$ cat src/rtl/ncf_pkg.sv
package ncf_pkg;

   // Control word field positions; software and the decision logic agree on these.
   localparam int CTL_MAIN    = 0;
   localparam int CTL_WIN_LSB = 2;
   localparam int CTL_INSN    = 8;
   localparam int CTL_DATA    = 9;

   typedef enum logic {
      ACC_INSN = 1'b0,
      ACC_DATA = 1'b1
   } acc_kind_e;

   // Select code of the control word; window w uses 1+2w (lower) and 2+2w (upper).
   localparam int SEL_CTRL = 0;

endpackage

$ cat src/rtl/ncf_cfg_regs.sv
module ncf_cfg_regs
   import ncf_pkg::*;
#(
   parameter int NUM_WIN  = 2,
   parameter int ADDR_W   = 20,
   parameter int GRAN_LSB = 4,
   parameter int DATA_W   = 32,
   parameter int SEL_W    = 3,
   localparam int BND_W   = ADDR_W - GRAN_LSB
) (
   input  logic                            clk,
   input  logic                            rst_n,
   input  logic                            wr_en,
   input  logic [SEL_W-1:0]                wr_sel,
   input  logic [DATA_W-1:0]               wr_data,
   output logic                            en_main,
   output logic                            en_insn,
   output logic                            en_data,
   output logic [NUM_WIN-1:0]              win_en,
   output logic [NUM_WIN-1:0][BND_W-1:0]   win_lo,
   output logic [NUM_WIN-1:0][BND_W-1:0]   win_hi
);

   localparam logic [SEL_W-1:0] LAST_CODE = SEL_W'(2 * NUM_WIN);

   logic unused_wr_bits;
   assign unused_wr_bits = ^wr_data;

   logic ctrl_we;
   assign ctrl_we = wr_en && (wr_sel == SEL_W'(SEL_CTRL));

   always_ff @(posedge clk) begin
      if (!rst_n) begin
         en_main <= 1'b0;
         en_insn <= 1'b0;
         en_data <= 1'b0;
         win_en  <= '0;
      end else if (ctrl_we) begin
         en_main <= wr_data[CTL_MAIN];
         en_insn <= wr_data[CTL_INSN];
         en_data <= wr_data[CTL_DATA];
         win_en  <= wr_data[CTL_WIN_LSB +: NUM_WIN];
      end
   end

   for (genvar w = 0; w < NUM_WIN; w++) begin : g_win
      localparam logic [SEL_W-1:0] LO_CODE = SEL_W'(1 + 2 * w);
      localparam logic [SEL_W-1:0] HI_CODE = SEL_W'(2 + 2 * w);

      always_ff @(posedge clk) begin
         if (!rst_n) begin
            win_lo[w] <= '0;
            win_hi[w] <= '0;
         end else if (wr_en) begin
            if (wr_sel == LO_CODE) win_lo[w] <= wr_data[ADDR_W-1:GRAN_LSB];
            if (wr_sel == HI_CODE) win_hi[w] <= wr_data[ADDR_W-1:GRAN_LSB];
         end
      end
   end

   // unused select codes leave every stored value untouched
   p_stray_sel_r10: assert property (@(posedge clk) disable iff (!rst_n)
      (wr_en && (wr_sel > LAST_CODE)) |=>
         ($stable(win_lo) && $stable(win_hi) && $stable(win_en) &&
          $stable(en_main) && $stable(en_insn) && $stable(en_data)));

endmodule

$ cat src/rtl/ncf_window_cmp.sv
module ncf_window_cmp #(
   parameter int ADDR_W   = 20,
   parameter int GRAN_LSB = 4,
   localparam int BND_W   = ADDR_W - GRAN_LSB
) (
   input  logic              clk,
   input  logic              rst_n,
   input  logic              enable,
   input  logic [BND_W-1:0]  lo,
   input  logic [BND_W-1:0]  hi,
   input  logic [ADDR_W-1:0] addr,
   output logic              hit
);

   // Bounds widened to byte addresses: lower edge at the first byte of its
   // granule, upper edge at the last byte, so the address low bits never matter.
   logic [ADDR_W-1:0] lo_byte, hi_byte;
   assign lo_byte = {lo, {GRAN_LSB{1'b0}}};
   assign hi_byte = {hi, {GRAN_LSB{1'b1}}};

   logic above_lo, below_hi;
   assign above_lo = (addr >= lo_byte);
   assign below_hi = (addr <= hi_byte);
   assign hit      = enable && above_lo && below_hi;

   // an inverted window matches nothing
   p_inverted_empty_r8: assert property (@(posedge clk) disable iff (!rst_n)
      (hi < lo) |-> !hit);

endmodule

$ cat src/rtl/nc_region_filter.sv
module nc_region_filter
   import ncf_pkg::*;
#(
   parameter int NUM_WIN  = 2,
   parameter int ADDR_W   = 20,
   parameter int GRAN_LSB = 4,
   parameter int DATA_W   = 32,
   localparam int SEL_W   = $clog2(2 * NUM_WIN + 1),
   localparam int BND_W   = ADDR_W - GRAN_LSB
) (
   input  logic              clk,
   input  logic              rst_n,
   input  logic              cfg_wr_en,
   input  logic [SEL_W-1:0]  cfg_wr_sel,
   input  logic [DATA_W-1:0] cfg_wr_data,
   input  logic              lkp_valid,
   input  logic              lkp_is_data,
   input  logic [ADDR_W-1:0] lkp_addr,
   output logic              dec_valid,
   output logic              dec_cacheable
);

   if (NUM_WIN < 1 || CTL_WIN_LSB + NUM_WIN > CTL_INSN) begin : g_bad_win
      $error("NUM_WIN must leave the window enables below the access-kind enables");
   end
   if (GRAN_LSB < 0 || GRAN_LSB >= ADDR_W) begin : g_bad_gran
      $error("GRAN_LSB must lie inside the address");
   end
   if (DATA_W < ADDR_W || DATA_W <= CTL_DATA) begin : g_bad_data
      $error("DATA_W too narrow for bounds or control fields");
   end

   logic                           en_main, en_insn, en_data;
   logic [NUM_WIN-1:0]             win_en;
   logic [NUM_WIN-1:0][BND_W-1:0]  win_lo, win_hi;
   logic [NUM_WIN-1:0]             win_hit;

   ncf_cfg_regs #(
      .NUM_WIN (NUM_WIN),
      .ADDR_W  (ADDR_W),
      .GRAN_LSB(GRAN_LSB),
      .DATA_W  (DATA_W),
      .SEL_W   (SEL_W)
   ) i_regs (
      .clk    (clk),
      .rst_n  (rst_n),
      .wr_en  (cfg_wr_en),
      .wr_sel (cfg_wr_sel),
      .wr_data(cfg_wr_data),
      .en_main(en_main),
      .en_insn(en_insn),
      .en_data(en_data),
      .win_en (win_en),
      .win_lo (win_lo),
      .win_hi (win_hi)
   );

   for (genvar w = 0; w < NUM_WIN; w++) begin : g_cmp
      ncf_window_cmp #(
         .ADDR_W  (ADDR_W),
         .GRAN_LSB(GRAN_LSB)
      ) i_cmp (
         .clk   (clk),
         .rst_n (rst_n),
         .enable(win_en[w]),
         .lo    (win_lo[w]),
         .hi    (win_hi[w]),
         .addr  (lkp_addr),
         .hit   (win_hit[w])
      );
   end

   acc_kind_e kind;
   logic      kind_on, allow;
   assign kind    = acc_kind_e'(lkp_is_data);
   assign kind_on = (kind == ACC_DATA) ? en_data : en_insn;
   assign allow   = en_main && kind_on && !(|win_hit);

   always_ff @(posedge clk) begin
      if (!rst_n) begin
         dec_valid     <= 1'b0;
         dec_cacheable <= 1'b0;
      end else begin
         dec_valid     <= lkp_valid;
         dec_cacheable <= lkp_valid && allow;
      end
   end

   // verdict one cycle after the strobe, quiet otherwise
   p_dec_follows_r2: assert property (@(posedge clk) disable iff (!rst_n)
      lkp_valid |=> dec_valid);
   p_dec_idle_r2: assert property (@(posedge clk) disable iff (!rst_n)
      !lkp_valid |=> (!dec_valid && !dec_cacheable));
   // global enable gates everything
   p_main_gate_r3: assert property (@(posedge clk) disable iff (!rst_n)
      (lkp_valid && !en_main) |=> !dec_cacheable);
   // per-kind enable gates its own accesses
   p_kind_gate_r4: assert property (@(posedge clk) disable iff (!rst_n)
      (lkp_valid && !kind_on) |=> !dec_cacheable);
   // a window hit overrides every enable
   p_window_wins_r7: assert property (@(posedge clk) disable iff (!rst_n)
      (lkp_valid && (|win_hit)) |=> !dec_cacheable);

endmodule

$ cat config.mk
export PLATFORM = sky130hd
export DESIGN_NAME = nc_region_filter
export DESIGN_NICKNAME = d
export VERILOG_FILES = /design/src/rtl/ncf_pkg.sv /design/src/rtl/ncf_cfg_regs.sv /design/src/rtl/ncf_window_cmp.sv /design/src/rtl/nc_region_filter.sv
export SDC_FILE = /design/constraint.sdc
export NUM_CORES = 1
export LEC_CHECK = 0
export ABC_CLOCK_PERIOD_IN_PS = 3900
export BUFFER_PORTS_ARGS = -buffer_cell sky130_fd_sc_hd__buf_2
export CORE_UTILIZATION = 62
export CTS_CLUSTER_DIAMETER = 60
export DETAILED_ROUTE_END_ITERATION = 10
export HOLD_SLACK_MARGIN = 0.02
export PLACE_DENSITY = 0.95
export SLEW_MARGIN = 40
export SYNTH_ARGS = -nofsm -noshare
export SYNTH_HDL_FRONTEND = slang
export SYNTH_SLANG_ARGS = --single-unit
$ cat constraint.sdc
create_clock -name clk -period 3.9 [get_ports clk]
set_clock_uncertainty 0.1 [all_clocks]
set_input_delay 0.78 -clock clk [delete_from_list [all_inputs] [get_ports clk]]
set_output_delay 0.78 -clock clk [all_outputs]
set_load 0.01 [all_outputs]
### Yosys cells after proc, flatten, opt, wreduce, memory -nomap -nowiden

Index checks and enable logic that the tools add are counted.

* equality and inequality tests: 4
* $lt $le $gt $ge: 4
* reductions and logical operators: 15
* mux-type cells: 1

Operator list (number)
* >= comparator 20 bit: 2
* <= comparator 20 bit: 2
* logical AND 1 bit: 8
* AND reduction 2 bit: 4
* equality test 3 x 2 -> 1 bit (second input constant): 2
* equality test 3 x 1 -> 1 bit (second input constant): 1
* equality test 3 bit (second input constant): 1
* logical NOT 3 bit: 1
* OR reduction 2 bit: 1
* logical NOT 1 bit: 1
* 2-to-1 mux 1 bit: 1

* input bits: 60
* register bits after elaboration: 71

### Depth between registers and ports, before layout

* depth in word-level cells: 7
* gate-level depth with buffers: 8

### Hierarchy

Synthesis repeated with hierarchy kept, for this count alone.

* cell total of the unflattened synthesis: 487
* area total of the unflattened synthesis: 4326.6 um^2

By module, submodules not included
* ncf_cfg_regs: times used 1, area an instance 2613.8 um^2, cells an instance 249
* ncf_window_cmp (g_cmp[1].i_cmp): times used 1, area an instance 822.0 um^2, cells an instance 116
* ncf_window_cmp (g_cmp[0].i_cmp): times used 1, area an instance 815.8 um^2, cells an instance 116
* nc_region_filter: times used 1, area an instance 75.1 um^2, cells an instance 6

### Worst setup path after synthesis

No wires, ideal clock.

* kind: input-to-reg
* from: in lkp_addr[18]
* to: reg dec_cacheable
* setup time: 122 ps
* arrival: 2199 ps
* slack: 1479 ps
* stages: 7
* path buffers: 0
* cells stage by stage: ha_1 a21oi_1 nand2_1 a221o_1 a211oi_1 a211oi_1 o32a_1

* cells in the longest elaborated chain, start to end: 7
* elaborated cells on any way between the ends: 12
* classes of those cells: order compare: 4; reduce/logical: 8

Ends and longest elaborated chain
* start, declared: line nc_region_filter.sv:18 `input logic [ADDR_W-1:0] lkp_addr,`
* >= comparator 20 bit: line ncf_window_cmp.sv:22 `assign above_lo = (addr >= lo_byte);`
* logical AND 1 bit (2 in a row): line ncf_window_cmp.sv:24 `assign hit = enable && above_lo && below_hi;`
* OR reduction 2 bit (*): line nc_region_filter.sv:77 `assign allow = en_main && kind_on && !(|win_hit);`
* logical NOT 1 bit (*): line nc_region_filter.sv:77
* logical AND 1 bit (*): line nc_region_filter.sv:77
* logical AND 1 bit (*): line nc_region_filter.sv:85 `dec_cacheable <= lkp_valid && allow;`
* end signal, assigned: line nc_region_filter.sv:85
* end, declared: line nc_region_filter.sv:20 `output logic dec_cacheable`

Every way passes the cells marked *; elsewhere a longest branch is shown, timed or not.
A chain may end at the register's enable or synchronous reset.

### Worst setup path after layout

* from: in lkp_addr[9]
* to: reg dec_cacheable

The elaborated chain is that of the path after synthesis.

==> flow_summary.ini <==
[floorplanning]
start_util_pct = 65.6
coreArea_sq_um = 6490
dieArea_sq_um = 7210
row_count = 29
dieHeight_um = 84.9
die_x_um = 84.9
ios = 62

[global_route]
grt_usage_pct = 30.5
grt_pass1_vias = 3848
overflow = 0
grt_first_pass_wirelength_um = 17100
grt_max_degree = 70
antenna_found_initial = 0

[worst_setup_path]
crit_arrival_ns = 2.59
path_buf_inv = 1
endpoint_kind = flip-flop
path_depth = 8
cp-start-kind = input pin
worstPathMaxFanout = 4
critPathTopFamily = compound AO/OA/AOI/OAI gates
worstPathCellList = buf_2, ha_1, a21oi_1, o21ai_0, a221o_1, a211oi_1, a211oi_1, o32a_1
crit_path_top_delay_cell = o32a_1
critical_path_class = input pin to flip-flop
r2r.worst_path.cells = 8
max_stage_delay_ns = 0.38
crit_required_ns = 4.05
cpMostUsedCell = a211oi_1

[drt]
avgRoutedWirePerCell_um = 15.8
vias = 3858
drc = 4
first_pass_iters = 11
drt_wl_total_um = 10400
ant_nets = 0
drtIter0Drc = 344
viasPerCell = 5.85

[cells_and_area]
diodes = 0
syn2layout_area_growth_pct = 11.0
final_nets = 702
drive_above_1_share_pct = 11.8
multi_input_area_sq_um = 2530
regArea_sq_um = 1420
fill_cells = 469
final_cell_area_sq_um = 4730

[power]
vdd_ir_drop_max_mv = 0.181
power_mw = 1.57
power_density_nw_per_um2 = 331
power_leakage_nw = 1.79

[yosys]
synth_warnings = 0
synth-async-reset-ratio_pct = 0
yosysMostFrequentCell = nand2_1
synth_nets = 661
syn_area_per_cell_sq_um = 7.94
ys.flop_type = dfxtp_1
synth_top_cell_area_share_pct = 33.3
synthTopCellsByArea = dfxtp_1 (33%), ha_1 (19%), nand2_1 (13%)
synth.largest_area_cell = dfxtp_1
netlist_top_cells_count = nand2_1 (145), dfxtp_1 (71), ha_1 (64)
synth_cell_types = 39
synth_edf_count = 0
netlist_instances = 537
syn-cell-area_sq_um = 4260
ys_seq_area_share_pct = 33.3
synth-seq-cells = 71

[sta]
fin_crit_sh_pct = 62.6
rsz0062_at_grt = no
tightest_slew_ns = 0.817
max_freq_mhz = 409
whs_ns = 0.358
maxSlewViolCount = 0
setup_viol = 0
setup_tns_ns = 0
slew_headroom_pct = 45.4
hold_viol_final = 0
period_needed_ns = 2.44

[clock_tree]
cts.hold.buffers_added = 0
ctsResizeCount = 0
h-tree-depth = 3
clock_path_buffers = 2
cts_tree = yes
numCtsBuffers = 9
cts-root-buf = clkbuf_8
numClockSinks = 71
clkSlewWorstSetupHoldPaths_ns = 0.08
clk_latency_ns = 0.37
post-cts-setup-buffers = 0

[run_status]
failed_checks = DRC
status = finished, violations left

[placement]
routabilityCongestion = 0.855
numPortBuffers = 48
placed_area_sq_um = 4540
hpwl_um = 7430

[run]
cap_viol_max_count = 0

[worst_hold_path]
worstHoldPathCells = 2
hold_path.class = flip-flop to flip-flop
## cell type report
class	instances	share of cell area [%]
clock buffers	10	2.91
well taps	77	2.04
multi-input cells	383	53.4
clock inverters	6	1.27
flip-flops and latches	71	30.0
repair buffers	50	5.39
inverters	63	5.00
## placed cells by master, fill, tap and decap left out, types with 2 or more instances in the layout
cell type,n
a21o_1,3
nand3_1,9
and4_1,2
nor3_1,5
buf_2,48
a21boi_0,24
nor2_1,6
buf_4,2
clkbuf_8,10
a21boi_1,40
nand4_1,9
a21oi_1,28
clkinv_2,3
nor2b_1,8
nor4_1,3
inv_1,63
mux2i_1,5
nand2_1,145
ha_1,64
a211oi_1,3
dfxtp_1,71
clkinvlp_4,2
o21ai_0,8
and3_1,2
and2_1,2
## power by group
part / internal [mW] / switching, mW / leakage, nW
clock network: 0.309 / 0.290 / 0.0981
logic: 0.0928 / 0.128 / 1.12
registers: 0.740 / 0.00802 / 0.575
## routing by layer
layer	vias to the layer above	routed length (um)	share of wire [%]	track usage (%)
li1	1873	-	-	-
met1	1789	4310	41	35.0
met2	152	5130	49	52.8
met3	44	556	5.3	4.86
met4	0	426	4.1	20.2
met5	-	0	0	0
## worst reg2reg max path: stages, from the launching register on
cell and delay, ns:
dfxtp_1 0.33, inv_1 0.05, ha_1 0.29, a21oi_1 0.15, o21ai_0 0.14, a221o_1 0.34, a211oi_1 0.26, a211oi_1 0.08
o32a_1 0.38
## kinds of logic (layout without fill, tap and decap cells)
group,after synthesis,after routing,synth area share (%)
and+or+nand+nor,197,197,20.5
DFF,71,71,33.3
adders and majority gates,64,64,18.8
AOI/OAI and AO/OA,116,116,18.6
buffers and inverters,83,129,7.40
muxes,6,6,1.44
## sequential cells by signal, indices dropped and copies added (netlist names)
| register | cells |
|---|---|
| i_regs.win_en | 2 |
| i_regs.en_insn | 1 |
| i_regs.en_main | 1 |
| dec_cacheable | 1 |
| i_regs.win_hi | 32 |
| i_regs.en_data | 1 |
| i_regs.win_lo | 32 |
| dec_valid | 1 |
## through the flow
step	worst slack [ns]	utilization (%)	instances
2_1_floorplan	1.48	-	537
3_3_place_gp	1.20	69.8	644
3_5_place_dp	1.19	69.8	644
4_1_cts	1.53	72.9	660
5_1_grt	1.37	72.9	660
6_report	1.46	72.9	660
## final timing paths
check,slack [ns],start,to
min,0.36,i_regs.win_lo[5],i_regs.win_lo[5]
max reg2reg,1.67,i_regs.win_hi[5],dec_cacheable
min reg2reg,0.36,i_regs.win_lo[5],i_regs.win_lo[5]
max,1.46,lkp_addr[9],dec_cacheable
No activity file was read; power rests on OpenSTA's default activity.
